[config.mk]
export PLATFORM = sky130hd
export DESIGN_NAME = usec_timer
export DESIGN_NICKNAME = d
export VERILOG_FILES = /design/src/rtl/usec_timer_pkg.sv /design/src/rtl/tmr_tick_div.sv /design/src/rtl/tmr_counter.sv /design/src/rtl/tmr_rise_det.sv /design/src/rtl/tmr_read_port.sv /design/src/rtl/usec_timer.sv
export SDC_FILE = /design/constraint.sdc
export NUM_CORES = 1
export LEC_CHECK = 0
export ABC_AREA = 1
export BUFFER_PORTS_ARGS = -buffer_cell sky130_fd_sc_hd__buf_2
export CELL_PAD_IN_SITES_DETAIL_PLACEMENT = 1
export CELL_PAD_IN_SITES_GLOBAL_PLACEMENT = 2
export CORE_UTILIZATION = 25
export DETAILED_ROUTE_END_ITERATION = 8
export GPL_TIMING_DRIVEN = 0
export PLACE_DENSITY_LB_ADDON = 0.1
export SYNTH_ARGS = -nofsm -noshare
export SYNTH_HDL_FRONTEND = slang
export SYNTH_SLANG_ARGS = --single-unit
[constraint.sdc]
create_clock -name clk -period 1.3 [get_ports clk]
set_input_delay 0.13 -clock clk [delete_from_list [all_inputs] [get_ports clk]]
set_output_delay 0.13 -clock clk [all_outputs]
set_load 0.02 [all_outputs]
[src/rtl/usec_timer_pkg.sv]
package usec_timer_pkg;

  // which register a read access selects
  typedef enum logic [1:0] {
    SEL_NONE = 2'd0,
    SEL_LOW  = 2'd1,
    SEL_HIGH = 2'd2
  } rd_sel_e;

  // a level that was 0 and is now 1
  function automatic logic rise_of(input logic was, input logic now);
    return now & ~was;
  endfunction

  // select decode from an address and the two register offsets
  function automatic rd_sel_e decode_sel(input logic [7:0] addr,
                                         input logic [7:0] lo_off,
                                         input logic [7:0] hi_off);
    if (addr == lo_off) return SEL_LOW;
    if (addr == hi_off) return SEL_HIGH;
    return SEL_NONE;
  endfunction

endpackage

[src/rtl/tmr_tick_div.sv]
module tmr_tick_div #(
  parameter int CLK_PER_TICK = 12
) (
  input  logic clk,
  input  logic rst_n,
  output logic tick
);
  localparam int DW = (CLK_PER_TICK > 1) ? $clog2(CLK_PER_TICK) : 1;
  localparam logic [DW-1:0] LAST = DW'(CLK_PER_TICK - 1);

  logic [DW-1:0] phase;

  always_ff @(posedge clk) begin
    if (!rst_n)             phase <= '0;
    else if (phase == LAST) phase <= '0;
    else                    phase <= phase + 1'b1;
  end

  assign tick = (phase == LAST);

  generate
    if (CLK_PER_TICK > 1) begin : g_gap
      // ticks are never adjacent when the ratio exceeds one
      a_r2_tick_gap: assert property (@(posedge clk) disable iff (!rst_n)
        tick |=> !tick);
    end
  endgenerate

endmodule

[src/rtl/tmr_counter.sv]
module tmr_counter #(
  parameter int CNT_W = 12
) (
  input  logic             clk,
  input  logic             rst_n,
  input  logic             tick,
  output logic [CNT_W-1:0] count
);
  localparam logic [CNT_W-1:0] TOP = '1;

  always_ff @(posedge clk) begin
    if (!rst_n)    count <= '0;
    else if (tick) count <= count + 1'b1;
  end

  a_r2_hold: assert property (@(posedge clk) disable iff (!rst_n)
    !tick |=> $stable(count));

  a_r2_step: assert property (@(posedge clk) disable iff (!rst_n)
    (tick && count != TOP) |=> count == $past(count) + 1'b1);

  a_r3_wrap: assert property (@(posedge clk) disable iff (!rst_n)
    (tick && count == TOP) |=> count == '0);

endmodule

[src/rtl/tmr_rise_det.sv]
module tmr_rise_det (
  input  logic clk,
  input  logic rst_n,
  input  logic level,
  output logic pulse
);
  import usec_timer_pkg::*;

  logic level_q;

  always_ff @(posedge clk) begin
    if (!rst_n) level_q <= 1'b0;
    else        level_q <= level;
  end

  assign pulse = rise_of(level_q, level);

endmodule

[src/rtl/tmr_read_port.sv]
module tmr_read_port #(
  parameter int CNT_W  = 12,
  parameter int LO_W   = 8,
  parameter int DATA_W = 8,
  parameter logic [7:0] LO_OFF = 8'h24,
  parameter logic [7:0] HI_OFF = 8'h25
) (
  input  logic              clk,
  input  logic              rst_n,
  input  logic              rd_en,
  input  logic [7:0]        rd_addr,
  input  logic [CNT_W-1:0]  count,
  output logic [DATA_W-1:0] rd_data
);
  import usec_timer_pkg::*;

  localparam int HI_W = CNT_W - LO_W;

  rd_sel_e          sel;
  logic [HI_W-1:0]  shadow;
  logic             snap;

  assign sel  = rd_en ? decode_sel(rd_addr, LO_OFF, HI_OFF) : SEL_NONE;
  assign snap = (sel == SEL_LOW);

  always_ff @(posedge clk) begin
    if (!rst_n)    shadow <= '0;
    else if (snap) shadow <= count[CNT_W-1:LO_W];
  end

  always_ff @(posedge clk) begin
    if (!rst_n) rd_data <= '0;
    else if (rd_en) begin
      case (sel)
        SEL_LOW:  rd_data <= DATA_W'(count[LO_W-1:0]);
        SEL_HIGH: rd_data <= DATA_W'(shadow);
        default:  rd_data <= '0;
      endcase
    end
  end

  // only a low read may move the holding register
  a_r5_shadow_hold: assert property (@(posedge clk) disable iff (!rst_n)
    !snap |=> $stable(shadow));

  // the nibble read gives the value held before that read
  a_r6_high_read: assert property (@(posedge clk) disable iff (!rst_n)
    (sel == SEL_HIGH) |=> rd_data == DATA_W'($past(shadow)));

  // an unused address yields zero
  a_r9_unused: assert property (@(posedge clk) disable iff (!rst_n)
    (rd_en && sel == SEL_NONE) |=> rd_data == '0);

endmodule

[src/rtl/usec_timer.sv]
module usec_timer #(
  parameter int CLK_PER_TICK = 12,
  parameter int CNT_W        = 12,
  parameter int LO_W         = 8,
  parameter int FAST_BIT     = 6,
  parameter int SLOW_BIT     = 9,
  parameter logic [7:0] LO_OFF = 8'h24,
  parameter logic [7:0] HI_OFF = 8'h25
) (
  input  logic       clk,
  input  logic       rst_n,
  input  logic       rd_en,
  input  logic [7:0] rd_addr,
  output logic [7:0] rd_data,
  output logic       irq_fast,
  output logic       irq_slow
);
  localparam int NIRQ = 2;
  localparam int IRQ_BIT [NIRQ] = '{FAST_BIT, SLOW_BIT};

  logic             tick;
  logic [CNT_W-1:0] count;
  logic [NIRQ-1:0]  irq_vec;

  tmr_tick_div #(.CLK_PER_TICK(CLK_PER_TICK)) u_div (
    .clk(clk), .rst_n(rst_n), .tick(tick)
  );

  tmr_counter #(.CNT_W(CNT_W)) u_cnt (
    .clk(clk), .rst_n(rst_n), .tick(tick), .count(count)
  );

  generate
    for (genvar i = 0; i < NIRQ; i++) begin : g_irq
      tmr_rise_det u_rise (
        .clk(clk), .rst_n(rst_n),
        .level(count[IRQ_BIT[i]]), .pulse(irq_vec[i])
      );
    end
  endgenerate

  assign irq_fast = irq_vec[0];
  assign irq_slow = irq_vec[1];

  tmr_read_port #(
    .CNT_W(CNT_W), .LO_W(LO_W), .DATA_W(8),
    .LO_OFF(LO_OFF), .HI_OFF(HI_OFF)
  ) u_rd (
    .clk(clk), .rst_n(rst_n), .rd_en(rd_en), .rd_addr(rd_addr),
    .count(count), .rd_data(rd_data)
  );

  // fast request follows a fresh rise of its bit and lasts one cycle
  a_r7_fast_src: assert property (@(posedge clk) disable iff (!rst_n)
    irq_fast |-> (count[FAST_BIT] && !$past(count[FAST_BIT])));
  a_r7_fast_once: assert property (@(posedge clk) disable iff (!rst_n)
    irq_fast |=> !irq_fast);

  // same for the slow request
  a_r8_slow_src: assert property (@(posedge clk) disable iff (!rst_n)
    irq_slow |-> (count[SLOW_BIT] && !$past(count[SLOW_BIT])));
  a_r8_slow_once: assert property (@(posedge clk) disable iff (!rst_n)
    irq_slow |=> !irq_slow);

  // no request while reset is applied
  a_r1_quiet: assert property (@(posedge clk)
    !rst_n |=> (!irq_fast && !irq_slow && rd_data == 8'h00));

endmodule

==> impl_metrics.tcl, run 1 <==
set metrics [dict create \
    synthFlopType "dfxtp_1" \
    ant_nets 0 \
    rsz0062_at_grt "true" \
    antenna_found_initial 0 \
    via_per_inst 4.283 \
    cts_tree "built" \
    end_kind "flop" \
    synth.ff_latch_count 30 \
    p_clk_share_pct 39.9 \
    synthSimpleGateAreaFrac_pct 32.90 \
    powerDensity_nw_per_um2 971.3 \
    p_leak_uw 0.0008013 \
    grt_start_max_net_pins 11 \
    drtIter0Drc 19 \
    syn_nets 204 \
    die-width_um 77.64 \
    num_rows 27 \
    cts_root_buffer "clkbuf_8" \
    synth_top_family_by_area "simple AND/OR/NAND/NOR gates" \
    clk_pin_slew_worst_paths_ps 70 \
    crit_chain "ha_4 -> nand3_4 -> nor2_4 -> nand2_2 -> o21ai_2 -> inv_1 -> nor3_2" \
    r2r-end "u_cnt.count[9]$_SDFFE_PN0P_" \
    synth_common_cells "39 x nand2_1, 30 x dfxtp_1, 28 x inv_1" \
    startpoint "u_div.phase[0]$_SDFF_PP0_" \
    initial_utilization_pct 25.97 \
    swShare_pct 24.59 \
    hold_path_startpoint "rd_en" \
    htree_levels 2 \
    remaining_drc_errors 0 \
    syn-cell-area_sq_um 1430 \
    hold_depth 4 \
    maxSlewHeadroom_pct 68.27 \
    crit_required_ps 1510 \
    power_frac_seq_pct 53.0 \
    synthMuxAreaShare_pct 0 \
    timing.setup.tns_ps 0 \
    max_freq_mhz 820.7 \
    drive_gt1_share_pct 32.89 \
    period_minus_slack_ps 1218 \
    worst-endpoint-arrival_ps 1430 \
    post-synth-top-count-cell "nand2_1" \
    worstSetupStartpointType "flop" \
    seq_area_frac_synth_pct 41.99 \
    cts_inserted_buffers 5 \
    firstDrtPassIters 2 \
    clockBufferDepth 2 \
    setup_viol 0 \
    r2r_start "u_div.phase[0]$_SDFF_PP0_" \
    ys_top_cells_by_area "dfxtp_1 42%, nand2_1 10%, inv_1 7.3%, nor2_1 6.0%, nand3_1 5.2%" \
    yosys_warnings 0 \
    design.core.area_sq_um 5507 \
    crit_fanout 4 \
    die_height_um 77.64 \
    crit_buf_inv 1 \
    routed_wl_um 3509 \
    fin_area_sq_um 1826 \
    peakVddDrop_v 0.0002889 \
    cp_top_family "simple AND/OR/NAND/NOR gates" \
    wl_per_cell_um 11.81 \
    comb_power_share_pct 7.1 \
    post_dp_cell_area_sq_um 1615 \
    synth_area_per_cell_sq_um 7.488 \
    synth-adder-area-share_pct 1.750 \
    total_power_uw 1773 \
    syn_inst 191 \
    die-area_sq_um 6027 \
    max_stage_delay_ps 360 \
    synth_cell_types 29 \
    hp-class "input port to flop" \
    finClkSkew_ps 5.966 \
    status "finished clean" \
    dpl.hpwl_um 2625 \
    internal_power_uw 1337 \
    cts_sinks 30 \
    holdPathEnd "u_rd.rd_data[0]$_SDFFE_PN0P_" \
    cap_violations 0 \
    ff2ff_path_depth 7 \
    ff2ff_setup_slack_ps 80 \
    overflow 0 \
    synth_compound_area_share_pct 11.55 \
    vias 1272 \
    cp_slowest_cell "dfxtp_4" \
    num_io_pins 21 \
    grt_first_pass_wirelength_um 6023 \
    syn2layout_area_growth_pct 27.65 \
    nets 238 \
    synth_edf_count 0 \
    tightest_slew_ps 475.9 \
    critPathKind "flop to flop" \
    drv_slew 0 \
    grt_usage_pct 13.15 \
    async_reset_ff_share_pct 0 \
    io_buffers 19 \
    clkLatencyLatePin_ps 280 \
    hold_viol_final 0 \
    period_share_pct 93.72 \
    grt_pass1_vias 1299 \
    cts_hold_buf 0 \
    gp_congestion 0.7305 \
    yosysTopAreaCellShare_pct 41.99 \
    synth_top_area_cell "dfxtp_1" \
    antenna_cells 0 \
    switching_power_uw 436.1 \
    synth-xor-area-share_pct 0.6124 \
]
-- layout by cell type, fill, tap and decap left out, types with 2 or more instances in the layout --
cell type,count
clkinv_2,2
o21ai_0,3
buf_2,19
nor3_2,2
o21ai_2,6
nand3_1,14
buf_4,8
nor2_4,5
dfxtp_4,3
nor2_1,22
inv_1,27
dfxtp_2,2
a21oi_1,11
o21ai_1,3
dfxtp_1,25
nor2_2,2
nand2_4,2
nand4_1,2
ha_4,2
clkbuf_8,5
a21oi_2,4
nand2_1,39
inv_2,4
-- power groups by stage --
stage,sequential (uW),combinational [uW],clock [uW]
floorplan,968,70.6,0
CTS,945,127,738
detailed placement,962,121,0
global placement,961,116,0
global route,941,144,800
finish,940,126,707
-- sequential cells by signal, summed over array words and instances (netlist names) --
signal and flops:
u_cnt.count 12, u_div.phase 4, u_rd.shadow 4, g_irq.u_rise.level_q 2, u_rd.rd_data 8
-- worst min-delay path: stages --
cell and delay [ps]:
buf_6 120, nand3_1 80, nand2_1 40, inv_1 40
-- through the flow --
stage	hold slack [ps]	std cells	utilization, %	setup slack (ps)
after global placement	427.2	282	29.33	-128.4
after floorplan	341.6	191	-	7.919
after global routing	193.2	297	33.15	-65.38
final	167.8	297	33.15	81.59
after detailed placement	450.1	282	29.33	-208.6
after CTS	167.3	291	31.63	17.18
-- worst max path at each step --
stage                     depth (start not counted)                     endpoint  slack (ps)
after detailed placement                          8  u_cnt.count[5]$_SDFFE_PN0P_        -210
after global placement                            8  u_cnt.count[5]$_SDFFE_PN0P_        -130
after CTS                                         6  u_cnt.count[8]$_SDFFE_PN0P_          20
after global routing                              7  u_cnt.count[9]$_SDFFE_PN0P_         -70
final                                             7  u_cnt.count[9]$_SDFFE_PN0P_          80
after floorplan                                   8  u_cnt.count[5]$_SDFFE_PN0P_           8
-- metal layers --
layer | track usage [%] | wire [um] | up-vias
li1 | - | - | 663
met5 | 0 | 0 | -
met3 | 3.176 | 108 | 5
met1 | 15.12 | 1537 | 588
met2 | 23.54 | 1813 | 16
met4 | 4.528 | 50 | 0
-- cell type report --
class	count	area, sq um
sequential	30	614.3
inverter	32	120.1
multi-input combinational	125	726.9
clock buffer	5	68.82
buffer	4	40.04
fill	709	3681
timing repair buffer	27	155.1
clock inverter	2	10.01
tap	72	90.09
-- cell families (layout without fill, tap and decap cells) --
kind of cell,after synthesis,after routing
and+or+nand+nor,95,95
buffers and inverters,36,70
DFF,30,30
AOI/OAI and AO/OA,27,27
adders and majority gates,2,2
xor gates and xnor gates,1,1
-- what timing repair did --
action / 4_1_cts / 5_1_grt
setup buffers: 2 / 6
setup endpoints to repair: 9 / 9
resized for setup: 10 / 12
pin swaps: 4 / 6
(Power assumes the default switching activity.)
==> inputs of run 2 (changes only) <==
--- a/config.mk
+++ b/config.mk
@@ -13,6 +13,7 @@
 export DETAILED_ROUTE_END_ITERATION = 8
 export GPL_TIMING_DRIVEN = 0
 export PLACE_DENSITY_LB_ADDON = 0.1
+export REMOVE_ABC_BUFFERS = 1
 export SYNTH_ARGS = -nofsm -noshare
 export SYNTH_HDL_FRONTEND = slang
 export SYNTH_SLANG_ARGS = --single-unit
==> impl_metrics.tcl, run 2 (synthesis results as in run 1) <==
set metrics [dict create \
    num_io_pins 21 \
    period_minus_slack_ps 1253 \
    end_kind "flop" \
    cts_root_buffer "clkbuf_8" \
    period_share_pct 96.42 \
    num_rows 27 \
    reg_top3 "u_cnt.count (12), u_rd.rd_data (8)" \
    worst-endpoint-arrival_ps 1420 \
    grt_first_pass_wirelength_um 5975 \
    nets 232 \
    tightest_slew_ps 429.7 \
    clk_pin_slew_worst_paths_ps 60 \
    ff2ff_setup_slack_ps 50 \
    clkLatencyLatePin_ps 270 \
    htree_levels 2 \
    busiest_layer "met2" \
    cts_tree "built" \
    io_buffers 20 \
    clockBufferDepth 2 \
    cap_violations 0 \
    instances_no_fill 290 \
    drtIter0Drc 18 \
    antenna_cells 0 \
    setup_viol 0 \
    initial_utilization_pct 25.97 \
    startpoint "u_div.phase[1]$_SDFF_PP0_" \
    final_common_cell "nand2_1" \
    syn2layout_area_growth_pct 23.71 \
    p_leak_uw 0.0007686 \
    hold_viol_final 0 \
    nFillCells 704 \
    whs_ps 249.7 \
    peakVddDrop_v 0.0003509 \
    drv_slew 0 \
    cts_inserted_buffers 5 \
    critPathKind "flop to flop" \
    total_power_uw 1795 \
    dpl.hpwl_um 2569 \
    routed_wl_um 3390 \
    met1_usage_pct 16.39 \
    status "finished clean" \
    overflow 0 \
    remaining_drc_errors 0 \
    cts_sinks 30 \
    rsz0062_at_grt "true" \
    design.core.area_sq_um 5507 \
    final_cell_mix "38 x nand2_1, 28 x inv_1, 24 x dfxtp_1" \
    timing.setup.tns_ps 0 \
    maxSlewHeadroom_pct 71.35 \
    gp_congestion 0.6916 \
    grt_pass1_vias 1283 \
    ff2ff_path_depth 8 \
    grt_usage_pct 12.76 \
    cts_hold_buf 0 \
    die_height_um 77.64 \
    drive_gt1_share_pct 31.19 \
    finClkSkew_ps 3.591 \
    crit_end "u_cnt.count[5]$_SDFFE_PN0P_" \
    use_met3_pct 3.294 \
    crit_required_ps 1470 \
    placed_cells 279 \
    r2r_start "u_div.phase[1]$_SDFF_PP0_" \
    worstSetupStartpointType "flop" \
    hp-class "input port to flop" \
    vias 1240 \
    ant_nets 0 \
    wl_per_cell_um 11.69 \
    die-area_sq_um 6027 \
    use_met2_pct 20.53 \
    die-width_um 77.64 \
    max_freq_mhz 797.8 \
    largest_reg_flops 12 \
    antenna_found_initial 0 \
    regMostFlops "u_cnt.count" \
    crit_fanout 3 \
    firstDrtPassIters 2 \
    r2r-end "u_cnt.count[5]$_SDFFE_PN0P_" \
    powerDensity_nw_per_um2 1015 \
    grt_start_max_net_pins 22 \
    via_per_inst 4.276 \
]
==> run 2: worst min-delay path by stage <==
stage,startpoint,endpoint,slack (ps),depth (start not counted)
finish,rd_en,u_rd.rd_data[1]$_SDFFE_PN0P_,250,4
floorplan,rst_n,g_irq[1].u_rise.level_q$_SDFF_PN0_,230,2
global route,rd_en,u_rd.rd_data[1]$_SDFFE_PN0P_,260,4
CTS,rd_en,u_rd.rd_data[3]$_SDFFE_PN0P_,250,4
detailed placement,u_div.phase[0]$_SDFF_PP0_,u_div.phase[0]$_SDFF_PP0_,440,1
global placement,u_div.phase[0]$_SDFF_PP0_,u_div.phase[0]$_SDFF_PP0_,420,1
==> run 2: final cells by class <==
class                      count  area [sq um]  share of cell area (%)
multi-input combinational    125         725.7                   41.02
inverter                      32         120.1                   6.789
timing repair buffer          25         137.6                   7.779
sequential                    30         613.1                   34.65
clock buffer                   6         82.58                   4.668
tap                           72         90.09                   5.092
==> run 2: per-stage QoR <==
step | area, sq um | util [%] | setup slack (ps)
2_1_floorplan | 1390 | - | 7.919
3_3_place_gp | 1580 | 28.70 | -184.3
3_5_place_dp | 1580 | 28.70 | -251.5
4_1_cts | 1725 | 31.33 | 1.209
5_1_grt | 1769 | 32.13 | -39.98
6_report | 1769 | 32.13 | 46.53
==> run 2: critical path: stages, from the launching register on <==
cell	delay [ps]
dfxtp_2	350
ha_4	160
nand3_4	100
nor2_4	140
inv_2	60
nor2_4	110
inv_1	60
o21ai_1	110
nor2_1	50
==> run 2: report_power, final <==
| part | total (uW) | leakage [uW] | internal [uW] | switching [uW] |
|---|---|---|---|---|
| combinational | 119 | 0.000479 | 45.2 | 73.8 |
| clock | 735 | 0.0000431 | 407 | 328 |
| sequential | 941 | 0.000246 | 931 | 10.4 |
| total | 1800 | 0.000769 | 1380 | 412 |
==> run 2: timing repair <==
item	CTS	global route
buffers inserted	4	1
pin swaps	4	2
setup endpoints to repair	9	9
gates resized for setup	9	11
gates cloned	0	0
==> run 2: metal layers <==
metal | up-vias | share of wire (%)
li1 | 646 | -
met1 | 568 | 49
met2 | 21 | 46
met3 | 5 | 3.8
met4 | 0 | 1.6
met5 | - | 0
==> inputs of run 3 (changes only) <==
--- a/config.mk
+++ b/config.mk
@@ -12,8 +12,9 @@
 export CORE_UTILIZATION = 25
 export DETAILED_ROUTE_END_ITERATION = 8
 export GPL_TIMING_DRIVEN = 0
-export PLACE_DENSITY_LB_ADDON = 0.1
+export PLACE_DENSITY = 0.68
 export REMOVE_ABC_BUFFERS = 1
+export SETUP_SLACK_MARGIN = 0.02
 export SYNTH_ARGS = -nofsm -noshare
 export SYNTH_HDL_FRONTEND = slang
 export SYNTH_SLANG_ARGS = --single-unit
==> impl_metrics.tcl, run 3 (synthesis results as in run 1) <==
set metrics [dict create \
    tightest_slew_ps 434.2 \
    final_common_cell "nand2_1" \
    finClkSkew_ps 3.344 \
    max_freq_mhz 797.1 \
    overflow 0 \
    use_met2_pct 19.91 \
    die-area_sq_um 6027 \
    post_dp_cell_area_sq_um 1580 \
    total_power_uw 1844 \
    dpl.hpwl_um 2308 \
    die-width_um 77.64 \
    period_share_pct 96.50 \
    syn2layout_area_growth_pct 24.23 \
    crit_buf_inv 1 \
    crit_required_ps 1500 \
    grt_start_max_net_pins 22 \
    nets 231 \
    drtIter0Drc 39 \
    num_io_pins 21 \
    r2r-end "u_cnt.count[9]$_SDFFE_PN0P_" \
    grt_pass1_vias 1213 \
    firstDrtPassIters 3 \
    regMostFlops "u_cnt.count" \
    setup_viol 0 \
    cp_top_family "simple AND/OR/NAND/NOR gates" \
    worst-endpoint-arrival_ps 1460 \
    final_cell_mix "39 x nand2_1, 27 x inv_1, 23 x dfxtp_1" \
    routed_wl_um 3360 \
    critPathKind "flop to flop" \
    hold_path_startpoint "rd_en" \
    cts_inserted_buffers 5 \
    cts_root_buffer "clkbuf_8" \
    crit_fanout 4 \
    hp-class "input port to flop" \
    clkLatencyLatePin_ps 280 \
    end_kind "flop" \
    multi_input_area_sq_um 728.2 \
    met1_usage_pct 14.35 \
    nFillCells 700 \
    gp_congestion 0.6887 \
    cp_slowest_cell "dfxtp_2" \
    design.core.area_sq_um 5507 \
    via_per_inst 4.316 \
    htree_levels 2 \
    antenna_found_initial 0 \
    max_stage_delay_ps 360 \
    largest_reg_flops 12 \
    peakVddDrop_v 0.0003153 \
    hold_depth 4 \
    reg_top3 "u_cnt.count (12), u_rd.rd_data (8)" \
    grt_first_pass_wirelength_um 5602 \
    clk_pin_slew_worst_paths_ps 70 \
    status "finished clean" \
    cap_violations 0 \
    remaining_drc_errors 0 \
    io_buffers 20 \
    drv_slew 0 \
    wl_per_cell_um 11.55 \
    cts_sinks 30 \
    crit_chain "ha_4 -> nand3_4 -> nor2_4 -> nand2_4 -> o21ai_2 -> inv_1 -> nor3_2" \
    busiest_layer "met2" \
    rsz0062_at_grt "true" \
    num_rows 27 \
    hold_viol_final 0 \
    initial_utilization_pct 25.97 \
    clockBufferDepth 2 \
    holdPathEnd "u_rd.rd_data[3]$_SDFFE_PN0P_" \
    seqCellArea_sq_um 616.8 \
    worstSetupStartpointType "flop" \
    grt_usage_pct 12.08 \
    maxSlewHeadroom_pct 71.06 \
    vias 1256 \
    cts_hold_buf 0 \
    ff2ff_path_depth 7 \
    cts_tree "built" \
    p_leak_uw 0.0007816 \
    ant_nets 0 \
    drive_gt1_share_pct 31.51 \
    use_met3_pct 3.529 \
    antenna_cells 0 \
    period_minus_slack_ps 1255 \
    r2r_start "u_div.phase[1]$_SDFF_PP0_" \
    die_height_um 77.64 \
    whs_ps 233.6 \
    ff2ff_setup_slack_ps 50 \
    powerDensity_nw_per_um2 1038 \
    fin_area_sq_um 1777 \
]
-- run 3: power breakdown --
part | internal (uW) | switching (uW)
registers | 929 | 11.4
clock network | 427 | 356
logic | 45.9 | 74.0
-- run 3: worst max-delay path by stage --
stage	startpoint	end	slack [ps]	cells past startpoint
2_1_floorplan	u_div.phase[0]$_SDFF_PP0_	u_cnt.count[5]$_SDFFE_PN0P_	8	8
6_report	u_div.phase[1]$_SDFF_PP0_	u_cnt.count[9]$_SDFFE_PN0P_	50	7
5_1_grt	u_div.phase[1]$_SDFF_PP0_	u_cnt.count[9]$_SDFFE_PN0P_	-40	7
3_3_place_gp	u_div.phase[0]$_SDFF_PP0_	u_cnt.count[5]$_SDFFE_PN0P_	-200	8
4_1_cts	u_div.phase[0]$_SDFF_PP0_	u_cnt.count[9]$_SDFFE_PN0P_	8	7
3_5_place_dp	u_div.phase[0]$_SDFF_PP0_	u_cnt.count[5]$_SDFFE_PN0P_	-210	8
-- run 3: metrics by stage --
step | setup slack (ps) | util, % | setup TNS, ps | std cells
after CTS | 8.125 | 31.49 | 0 | 290
after floorplan | 7.919 | - | 0 | 187
after global routing | -43.60 | 32.27 | -123.6 | 291
after detailed placement | -213.3 | 28.70 | -1023 | 279
after global placement | -196.2 | 28.70 | -1018 | 279
final | 45.48 | 32.27 | 0 | 291
-- run 3: final cells by class --
class,instances,area share [%]
clock buffers,7,4.859
clock inverters,1,0.2817
inverters,32,6.761
multi-input cells,125,40.99
flip-flops and latches,30,34.72
well taps,72,5.070
repair buffers,24,7.324
-- run 3: repair_timing --
action / in CTS / in global routing
endpoints found under the setup margin: 9 / 9
buffers inserted: 3 / 1
resized for setup: 12 / 11
pin swaps: 4 / 5
-- run 3: per-layer routing --
metal | wire (um) | up-vias
met5 | 0 | -
met4 | 64 | 0
met3 | 105 | 5
met2 | 1674 | 22
met1 | 1515 | 578
li1 | - | 651
-- run 3: worst register-to-register path, delay by kind of cell (launching register included) --
family | cells | cell delay, ps
AOI/OAI and AO/OA | 1 | 110
adders and majority gates | 1 | 150
buffers and inverters | 1 | 60
DFF | 1 | 360
and+or+nand+nor | 4 | 490
